[config.mk]
export PLATFORM = sky130hd
export DESIGN_NAME = nce_core
export DESIGN_NICKNAME = d
export VERILOG_FILES = /design/src/rtl/nce_pkg.sv /design/src/rtl/nce_prio_pick.sv /design/src/rtl/nce_latch_bank.sv /design/src/rtl/nce_pend_track.sv /design/src/rtl/nce_ctrl_regs.sv /design/src/rtl/nce_core.sv
export SDC_FILE = /design/constraint.sdc
export NUM_CORES = 1
export LEC_CHECK = 0
export ABC_CLOCK_PERIOD_IN_PS = 3800
export CAP_MARGIN = 40
export CORE_UTILIZATION = 45
export DETAILED_ROUTE_END_ITERATION = 8
export DONT_BUFFER_PORTS = 1
export PLACE_DENSITY = 0.56
export SLEW_MARGIN = 40
export SYNTH_ARGS = -nofsm -noshare
export SYNTH_HDL_FRONTEND = slang
export SYNTH_SLANG_ARGS = --single-unit
[constraint.sdc]
create_clock -name clk -period 3.8 [get_ports clk]
set_input_delay 1.14 -clock clk [delete_from_list [all_inputs] [get_ports clk]]
set_output_delay 1.14 -clock clk [all_outputs]
set_load 0.02 [all_outputs]
[src/rtl/nce_pkg.sv]
package nce_pkg;
  localparam int unsigned NCE_EVENTS = 16;

  typedef enum logic [1:0] {
    SEL_LATCH = 2'd0,
    SEL_MASK  = 2'd1,
    SEL_PEND  = 2'd2,
    SEL_NONE  = 2'd3
  } nce_sel_e;
endpackage

[src/rtl/nce_prio_pick.sv]
module nce_prio_pick #(
  parameter int unsigned N  = 16,
  parameter int unsigned IW = $clog2(N)
) (
  input  logic [N-1:0]  vec,
  output logic          hit,
  output logic [IW-1:0] idx,
  output logic [N-1:0]  onehot
);
  // lowest set index wins
  always_comb begin
    hit = 1'b0;
    idx = '0;
    for (int i = N - 1; i >= 0; i--) begin
      if (vec[i]) begin
        hit = 1'b1;
        idx = IW'(i);
      end
    end
    onehot = hit ? (N'(1) << idx) : '0;
  end

  always_comb begin
    AST_PICK_ONEHOT: assert ($onehot0(onehot) && (hit == (onehot != '0)));
  end
endmodule

[src/rtl/nce_latch_bank.sv]
module nce_latch_bank #(
  parameter int unsigned N = 16
) (
  input  logic         clk,
  input  logic         rst_n,
  input  logic [N-1:0] ev_req,
  input  logic         wr_en,
  input  logic [N-1:0] wdata,
  input  logic [N-1:0] mask,
  input  logic         ack_hit,
  input  logic [N-1:0] ack_onehot,
  output logic [N-1:0] lat
);
  logic [N-1:0] lat_wr;
  logic [N-1:0] lat_nxt;
  logic         lat_en;

  always_comb begin
    lat_wr  = wr_en ? ((lat & mask) | (wdata & ~mask)) : lat;
    lat_nxt = (lat_wr & ~(ack_hit ? ack_onehot : '0)) | ev_req;
    lat_en  = wr_en | ack_hit | (ev_req != '0);
  end

  always_ff @(posedge clk or negedge rst_n) begin
    if (!rst_n) begin
      lat <= '0;
    end else if (lat_en) begin
      lat <= lat_nxt;
    end
  end

  AST_EVENT_CAPTURED: assert property (@(posedge clk) disable iff (!rst_n)
    1'b1 |=> (($past(ev_req) & ~lat) == '0));
  AST_ACK_CLEARS_LATCH: assert property (@(posedge clk) disable iff (!rst_n)
    (ack_hit && ((ev_req & ack_onehot) == '0)) |=> ((lat & $past(ack_onehot)) == '0));
  AST_MASKED_LATCH_KEPT: assert property (@(posedge clk) disable iff (!rst_n)
    (wr_en && !ack_hit && ev_req == '0) |=> (((lat ^ $past(lat)) & $past(mask)) == '0));
endmodule

[src/rtl/nce_pend_track.sv]
module nce_pend_track #(
  parameter int unsigned N  = 16,
  parameter int unsigned IW = $clog2(N)
) (
  input  logic          clk,
  input  logic          rst_n,
  input  logic          ack_hit,
  input  logic [N-1:0]  ack_onehot,
  input  logic          ret,
  output logic [N-1:0]  pend,
  output logic          top_hit,
  output logic [IW-1:0] top_idx
);
  logic [N-1:0] top_onehot;
  logic [N-1:0] pend_nxt;
  logic         pend_en;

  nce_prio_pick #(.N(N), .IW(IW)) top_pick_i (
    .vec    (pend),
    .hit    (top_hit),
    .idx    (top_idx),
    .onehot (top_onehot)
  );

  always_comb begin
    pend_nxt = (pend & ~(ret ? top_onehot : '0)) | (ack_hit ? ack_onehot : '0);
    pend_en  = ret | ack_hit;
  end

  always_ff @(posedge clk or negedge rst_n) begin
    if (!rst_n) begin
      pend <= '0;
    end else if (pend_en) begin
      pend <= pend_nxt;
    end
  end

  AST_PEND_GROWS_BY_ONE: assert property (@(posedge clk) disable iff (!rst_n)
    1'b1 |=> ($countones(pend) <= $countones($past(pend)) + 1));
  AST_RET_ON_EMPTY: assert property (@(posedge clk) disable iff (!rst_n)
    (ret && !ack_hit && pend == '0) |=> (pend == '0));
  AST_ACK_SETS_PEND: assert property (@(posedge clk) disable iff (!rst_n)
    ack_hit |=> ((pend & $past(ack_onehot)) != '0));
endmodule

[src/rtl/nce_ctrl_regs.sv]
module nce_ctrl_regs
  import nce_pkg::*;
#(
  parameter int unsigned N = 16
) (
  input  logic         clk,
  input  logic         rst_n,
  input  logic         reg_wr,
  input  nce_sel_e     sel,
  input  logic [N-1:0] wdata,
  input  logic         sup_mode,
  input  logic         gen_set,
  input  logic         gen_clr,
  input  logic [N-1:0] lat,
  input  logic [N-1:0] pend,
  output logic [N-1:0] mask,
  output logic         gen_en,
  output logic [N-1:0] rdata
);
  logic         mask_en;
  logic         gen_nxt;
  logic         gen_upd;

  always_comb begin
    mask_en = reg_wr && sup_mode && (sel == SEL_MASK);
    gen_upd = gen_set | gen_clr;
    gen_nxt = gen_clr ? 1'b0 : 1'b1;
  end

  always_ff @(posedge clk or negedge rst_n) begin
    if (!rst_n) begin
      mask <= '0;
    end else if (mask_en) begin
      mask <= wdata;
    end
  end

  always_ff @(posedge clk or negedge rst_n) begin
    if (!rst_n) begin
      gen_en <= 1'b0;
    end else if (gen_upd) begin
      gen_en <= gen_nxt;
    end
  end

  always_comb begin
    unique case (sel)
      SEL_LATCH: rdata = lat;
      SEL_MASK:  rdata = sup_mode ? mask : '0;
      SEL_PEND:  rdata = sup_mode ? pend : '0;
      default:   rdata = '0;
    endcase
  end

  AST_MASK_SUP_ONLY: assert property (@(posedge clk) disable iff (!rst_n)
    (reg_wr && !sup_mode && sel == SEL_MASK) |=> $stable(mask));
  AST_GEN_CLR_WINS: assert property (@(posedge clk) disable iff (!rst_n)
    gen_clr |=> !gen_en);
  AST_GEN_SET_ON: assert property (@(posedge clk) disable iff (!rst_n)
    (gen_set && !gen_clr) |=> gen_en);
endmodule

[src/rtl/nce_core.sv]
module nce_core
  import nce_pkg::*;
#(
  parameter int unsigned N        = NCE_EVENTS,
  parameter int unsigned GP_FIRST = 7,
  localparam int unsigned IW      = $clog2(N)
) (
  input  logic          clk,
  input  logic          rst_n,
  input  logic [N-1:0]  ev_req,
  input  logic          reg_wr,
  input  logic [1:0]    reg_sel,
  input  logic [N-1:0]  reg_wdata,
  input  logic          sup_mode,
  output logic [N-1:0]  reg_rdata,
  input  logic          gen_en_set,
  input  logic          gen_en_clr,
  output logic          svc_req,
  output logic [IW-1:0] svc_id,
  input  logic          svc_ack,
  input  logic          evt_ret
);
  logic [1:0]    rst_sync;
  logic          rst_sync_n;
  nce_sel_e      sel;
  logic [N-1:0]  lat;
  logic [N-1:0]  mask;
  logic [N-1:0]  pend;
  logic          gen_en;
  logic          top_hit;
  logic [IW-1:0] top_idx;
  logic [N-1:0]  gp_ok;
  logic [N-1:0]  above_top;
  logic [N-1:0]  cand;
  logic [N-1:0]  svc_onehot;
  logic          ack_hit;
  logic          lat_wr;

  always_ff @(posedge clk or negedge rst_n) begin
    if (!rst_n) begin
      rst_sync <= 2'b00;
    end else begin
      rst_sync <= {rst_sync[0], 1'b1};
    end
  end
  assign rst_sync_n = rst_sync[1];

  always_comb begin
    sel     = nce_sel_e'(reg_sel);
    lat_wr  = reg_wr && (sel == SEL_LATCH);
    ack_hit = svc_ack && svc_req;
  end

  for (genvar g = 0; g < N; g++) begin : g_elig
    if (g >= GP_FIRST) begin : g_gp
      assign gp_ok[g] = gen_en;
    end else begin : g_core
      assign gp_ok[g] = 1'b1;
    end
    assign above_top[g] = !top_hit || (IW'(g) < top_idx);
  end

  assign cand = lat & mask & gp_ok & above_top;

  nce_prio_pick #(.N(N), .IW(IW)) svc_pick_i (
    .vec    (cand),
    .hit    (svc_req),
    .idx    (svc_id),
    .onehot (svc_onehot)
  );

  nce_latch_bank #(.N(N)) latch_i (
    .clk        (clk),
    .rst_n      (rst_sync_n),
    .ev_req     (ev_req),
    .wr_en      (lat_wr),
    .wdata      (reg_wdata),
    .mask       (mask),
    .ack_hit    (ack_hit),
    .ack_onehot (svc_onehot),
    .lat        (lat)
  );

  nce_pend_track #(.N(N), .IW(IW)) pend_i (
    .clk        (clk),
    .rst_n      (rst_sync_n),
    .ack_hit    (ack_hit),
    .ack_onehot (svc_onehot),
    .ret        (evt_ret),
    .pend       (pend),
    .top_hit    (top_hit),
    .top_idx    (top_idx)
  );

  nce_ctrl_regs #(.N(N)) regs_i (
    .clk      (clk),
    .rst_n    (rst_sync_n),
    .reg_wr   (reg_wr),
    .sel      (sel),
    .wdata    (reg_wdata),
    .sup_mode (sup_mode),
    .gen_set  (gen_en_set),
    .gen_clr  (gen_en_clr),
    .lat      (lat),
    .pend     (pend),
    .mask     (mask),
    .gen_en   (gen_en),
    .rdata    (reg_rdata)
  );

  AST_SVC_LATCHED_UNMASKED: assert property (@(posedge clk) disable iff (!rst_sync_n)
    svc_req |-> ((lat & mask & svc_onehot) != '0));
  AST_SVC_OUTRANKS_PEND: assert property (@(posedge clk) disable iff (!rst_sync_n)
    svc_req |-> ((pend & (svc_onehot | (svc_onehot - N'(1)))) == '0));
  AST_GP_NEEDS_ENABLE: assert property (@(posedge clk) disable iff (!rst_sync_n)
    (svc_req && !gen_en) |-> (int'(svc_id) < int'(GP_FIRST)));
  AST_RESET_QUIET: assert property (@(posedge clk)
    !rst_sync_n |-> (!svc_req && pend == '0 && lat == '0));
endmodule

* Yosys cells after proc, flatten, opt, wreduce, memory -nomap -nowiden
Cells that the tools add are included.
** Cells by class
- Shift operators :: 2
- Reduce and logical (&&, ||, !) cells :: 23
- $lt $le $gt $ge :: 16
- Multiplexer cells :: 73
- Bitwise logic cells :: 16
- Equal/unequal tests :: 2
** Operators by type and width (count)
- $mux W4 :: 32
- $mux W16 :: 7
- $and A16 B16 Y16 :: 6
- $not A16 Y16 :: 3
- $or A16 B16 Y16 :: 3
- $pmux W16 S3 :: 1
- $mux W1 :: 33
- $lt A4 B4 Y1 const A :: 8
- $shl A1 B4 Y16 const A :: 2
- $logic_or A1 B1 Y1 :: 16
- $lt A3 B4 Y1 const A :: 4
- $reduce_bool A16 Y1 :: 1
- $lt A1 B4 Y1 const A :: 2
- $lt A2 B4 Y1 const A :: 2
- $logic_and A1 B1 Y1 :: 4
- $or A1 B1 Y1 :: 4
- $eq A2 B1 Y1 const B :: 1
- $eq A2 B2 Y1 const B :: 1
- $logic_not A2 Y1 :: 1
- $logic_not A1 Y1 :: 1
** Word-level totals
- Register bits after elaboration :: 51
- Output and inout bits :: 21
- Input port bits :: 42

* Longest topological paths before layout
- Depth after elaboration :: 41
- Depth in mapped cells :: 13
- Gate-level depth less buffers :: 10

* Modules after synthesis
From an unflattened synthesis, not the netlist that was laid out.
** Unflattened totals
- Cells, all modules :: 437
- Area total of the unflattened synthesis :: 3880.0 sq um
** Modules (own cells, without submodules)
- nce_ctrl_regs :: times used 1, cells an instance 112, sequential area each 425.4 sq um, area each 1146.1 sq um
- nce_latch_bank :: times used 1, cells an instance 85, sequential area each 400.4 sq um, area each 974.7 sq um
- nce_prio_pick :: times used 2, cells an instance 69, sequential area each 0.0 sq um, area each 386.6 sq um
- nce_pend_track :: times used 1, cells an instance 52, sequential area each 400.4 sq um, area each 649.4 sq um
- nce_core :: times used 1, cells an instance 50, sequential area each 50.0 sq um, area each 336.6 sq um

* Worst setup path after synthesis
No wires, ideal clock.
- Kind :: register -> output
- Start point :: register pend_i.pend[3]
- End point :: output svc_id[3]
- Arrival time :: 2407 ps
- Cell stages (with the launch flop) :: 10
- Slack :: 253 ps
- Buffers on the path :: 2
- Data required time :: 2660 ps
- Path through :: dfrtp_1 > buf_6 > or4_1 > buf_2 > nor2_4 > nand3_1 > or4_1 > o211ai_2 > nor2_1 > nor3_1
** Between the ends
- Word-level cells in the longest chain between the ends :: 23
- Elaborated cells on any way between the ends :: 58
** RTL lines
- from (decl) :: line nce_pend_track.sv:10 : output logic [N-1:0] pend,
- from (signal assigned) :: line nce_pend_track.sv:34 : pend <= pend_nxt;
- $mux W4 / $mux W1 (equally long branches) (4 in series) :: line nce_prio_pick.sv:15 : if (vec[i]) begin
- $lt A4 B4 Y1 / $logic_not A1 Y1 (equally long branches) :: line nce_core.sv:60 : assign above_top[g] = !top_hit || (IW'(g) < top_idx);
- $logic_or A1 B1 Y1 :: line nce_core.sv:60
- $and A16 B16 Y16 (*) :: line nce_core.sv:63 : assign cand = lat & mask & gp_ok & above_top;
- $mux W4 (15 in series) :: line nce_prio_pick.sv:15
- $mux W4 (*) :: line nce_prio_pick.sv:15
- to (decl) :: line nce_core.sv:19 : output logic [IW-1:0] svc_id,
Mark *: on every way between the ends. The rest lies on a longest branch, timed or not.

* Worst setup path after layout
- Start point :: register pend_i.pend[15]
- End point :: output svc_id[2]
** Between the ends
- Word-level cells in the longest chain between the ends :: 35
- Elaborated cells on any way between the ends :: 82
** RTL lines (line)
- $mux W4 / $mux W1 (equally long branches) (16 in series) :: nce_prio_pick.sv:15
- $lt A4 B4 Y1 / $logic_not A1 Y1 (equally long branches) :: nce_core.sv:60
- $logic_or A1 B1 Y1 :: nce_core.sv:60
- $and A16 B16 Y16 (*) :: nce_core.sv:63
- $mux W4 (15 in series) :: nce_prio_pick.sv:15
- $mux W4 (*) :: nce_prio_pick.sv:15
Marks and branches as above.

==> results.json <==
{
  "outcome": "finished clean",
  "final.setup_skew_ps": 6.068,
  "drt-vias-per-instance": 6.475,
  "clock_tree.root_cell": "clkbuf_8",
  "p_total_mw": 3.668,
  "wl_per_cell_um": 22.35,
  "cap_violations": 0,
  "portBuffers": 0,
  "final_area_sq_um": 4089,
  "p_per_area_nw_per_um2": 897.1,
  "max_slew_margin_pct": 51.10,
  "area_growth_pct": 20.46,
  "fp.coreArea_sq_um": 7253,
  "place_congestion": 0.9630,
  "rsz0062_at_grt": "yes",
  "dieArea_sq_um": 7894,
  "required_ps": 2660,
  "path_cells": "nor2_1 > o311ai_1 > a21oi_1 > or4_4 > o211ai_4 > nand3_2 > a21oi_2 > buf_6",
  "rr_endpoint": "latch_i.lat[14]",
  "clkPwrFrac_pct": 10.4,
  "grt_max_degree": 50,
  "fin_crit_sh_pct": 99.82,
  "fin_cells": 551,
  "syn_inst": 418,
  "worst-setup-path-type": "reg -> out",
  "cpPeakStageDelay_ps": 570,
  "reg2reg_setup_slack_ps": 550,
  "drt_pass1_iterations": 5,
  "synth_flop_cell": "dfrtp_1",
  "p_leak_nw": 1.631,
  "fin_ws_ps": 6.990,
  "hpwlAfterDp_um": 8890,
  "placed_area_sq_um": 3704,
  "comb_power_share_pct": 66.0,
  "crit_fanout": 5,
  "async_flop_share_pct": 100.0,
  "syn_nets": 460,
  "io_pins": 63,
  "slew_violations": 0,
  "nNetsFinal": 493,
  "grt_usage_pct": 31.38,
  "cts_buffers": 5,
  "die_height_um": 88.85,
  "first_global_vias": 3243,
  "tightestPinTransition_ps": 725.9,
  "cts.sinks": 51,
  "grt_pass1_wl_um": 18220,
  "htreeDepth": 2,
  "drcViolationCount": 0,
  "drive_gt1_share_pct": 27.88,
  "rows": 31,
  "arrival_ps": 2650,
  "vdd_drop_max_mv": 0.3605,
  "cts_hold_buf": 0,
  "finalSetupViolations": 0,
  "internal_power_mw": 1.778,
  "first_iter_violations": 325,
  "worstReg2RegStart": "pend_i.pend[15]",
  "hold_viol": 0,
  "synth-seq-cells": 51,
  "switching_share_pct": 51.53,
  "die_w_um": 88.85,
  "finalCriticalPeriod_ps": 3793,
  "p_sw_mw": 1.890,
  "reg2reg_depth": 10,
  "ys_warn_count": 0,
  "crit_path_start_kind": "register",
  "dp_cells": 532,
  "pre_cts_slack_ps": 102.5,
  "start_util_pct": 46.80,
  "end_kind": "primary output",
  "p_seq_share_pct": 23.6,
  "drt_wl_total_um": 12320,
  "synth_edf_count": 0,
  "syn_avg_cell_area_sq_um": 8.121,
  "crit_start": "pend_i.pend[15]",
  "n_antenna_cell": 0,
  "hold_class": "reg -> reg",
  "hold_slack_ps": 371.4,
  "postRouteAntennaNets": 0,
  "ys_seq_area_share_pct": 37.60,
  "synth_cell_types": 63,
  "antenna_found_initial": 0,
  "path_clk_slew_ps": 100,
  "cts_tree": "yes",
  "clk_latency_ps": 310,
  "worst_path_max_delay_cell": "or4_4",
  "overflow": 0,
  "crit_end": "svc_id[2]",
  "clockBufferDepth": 2,
  "vias": 3568,
  "netlist_area_sq_um": 3395,
  "fmax_ghz": 0.2636
}
[cell usage in the layout (no fill, tap or decap), drive strengths merged, types with 2 or more instances in the layout]
cell type	n
nor2b	14
a211oi	3
dfrtp	51
nor4	6
mux2	19
or2	2
inv	15
a211o	4
o2111ai	2
o31ai	11
o21a	2
a2bb2oi	2
buf	49
a31oi	10
o22ai	2
mux2i	3
nand2	49
nor3	9
a21oi	30
o21ai	49
nand3	13
o21bai	4
o211ai	2
nand4	4
a32oi	2
clkbuf	7
nand2b	4
or4	7
and2	3
nor2	48
or3	2
[layout make-up]
type,instances,area [sq um]
multi-input cells,329,2135
clock buffers,7,76.32
flip-flops and latches,51,1289
repair buffers,49,379.1
inverters,15,56.30
clock inverters,1,30.03
fillers,706,3164
well taps,99,123.9
[worst min path at each step]
stage	from	endpoint	slack, ps	depth (start not counted)
2_1_floorplan	rst_sync[0]	rst_sync[1]	330	0
3_3_place_gp	rst_sync[0]	rst_sync[1]	340	0
3_5_place_dp	rst_sync[0]	rst_sync[1]	340	0
4_1_cts	rst_sync[0]	rst_sync[1]	370	0
5_1_grt	rst_sync[0]	rst_sync[1]	370	0
6_report	rst_sync[0]	rst_sync[1]	370	0
[flip-flops by register name (all words and copies together) (netlist names)]
name and count:
latch_i.lat 16, pend_i.pend 16, regs_i.mask 16, rst_sync 2
regs_i.gen_en 1
[critical path, delay by kind of cell, from the launching register on]
kind / cells / cell delay, ps
buf+inv: 1 / 140
compound gates: 4 / 1020
simple gates: 3 / 770
flops: 1 / 430
[per-stage QoR]
step / TNS [ps] / util, %
floorplan: 0 / -
finish: 0 / 56.37
CTS: -0.7792 / 53.49
global route: -287.9 / 56.37
global placement: 0 / 51.03
detailed placement: 0 / 51.06
[Yosys cell counts (all sizes together) (2+ instances only)]
master,n,area (sq um)
inv,15,56.30
dfrtp,51,1276
buf,9,51.30
a32oi,2,17.52
nor2b,14,87.58
clkbuf,14,52.55
a211oi,3,22.52
and2,3,18.77
o21a,2,15.01
or2,2,12.51
o22ai,2,12.51
a211o,4,35.03
o31ai,11,101.3
or4,7,52.55
o2111ai,2,17.52
nand3,13,70.07
a31oi,10,62.56
nor4,6,43.79
a2bb2oi,2,17.52
o21bai,4,30.03
nand2,49,183.9
a21oi,30,150.1
o21ai,49,245.2
nor2,48,187.7
nand4,4,25.02
or3,2,12.51
mux2i,3,30.03
nand2b,4,25.02
nor3,9,50.05
mux2,19,214.0
o211ai,2,20.02
[timing repair]
action | CTS | global route
gates resized for setup | 18 | 34
pin swaps | 2 | 8
buffers inserted | 2 | 9
endpoints found under the setup margin | 5 | 5
[power by group through the flow]
stage | sequential (mW) | clock [mW] | combinational, mW
after CTS | 0.857 | 0.392 | 2.10
after floorplan | 0.787 | 0 | 1.29
after detailed placement | 0.864 | 0 | 1.98
after global placement | 0.856 | 0 | 2.04
final | 0.866 | 0.382 | 2.42
after global routing | 0.885 | 0.407 | 2.56
[cells by family after synthesis]
logic type      synth area share (%)
other cells                   0.1105
flops                          37.60
mux                            7.188
simple gates                   24.11
compound gates                 26.28
buf+inv                        4.718
[routing by layer]
metal / wire (um) / global-route usage, %
met1: 5339 / 44.43
met3: 1045 / 7.743
met5: 0 / 0
met2: 5541 / 46.36
met4: 390 / 11.29
Note: power is estimated with default switching activity, not from simulation.
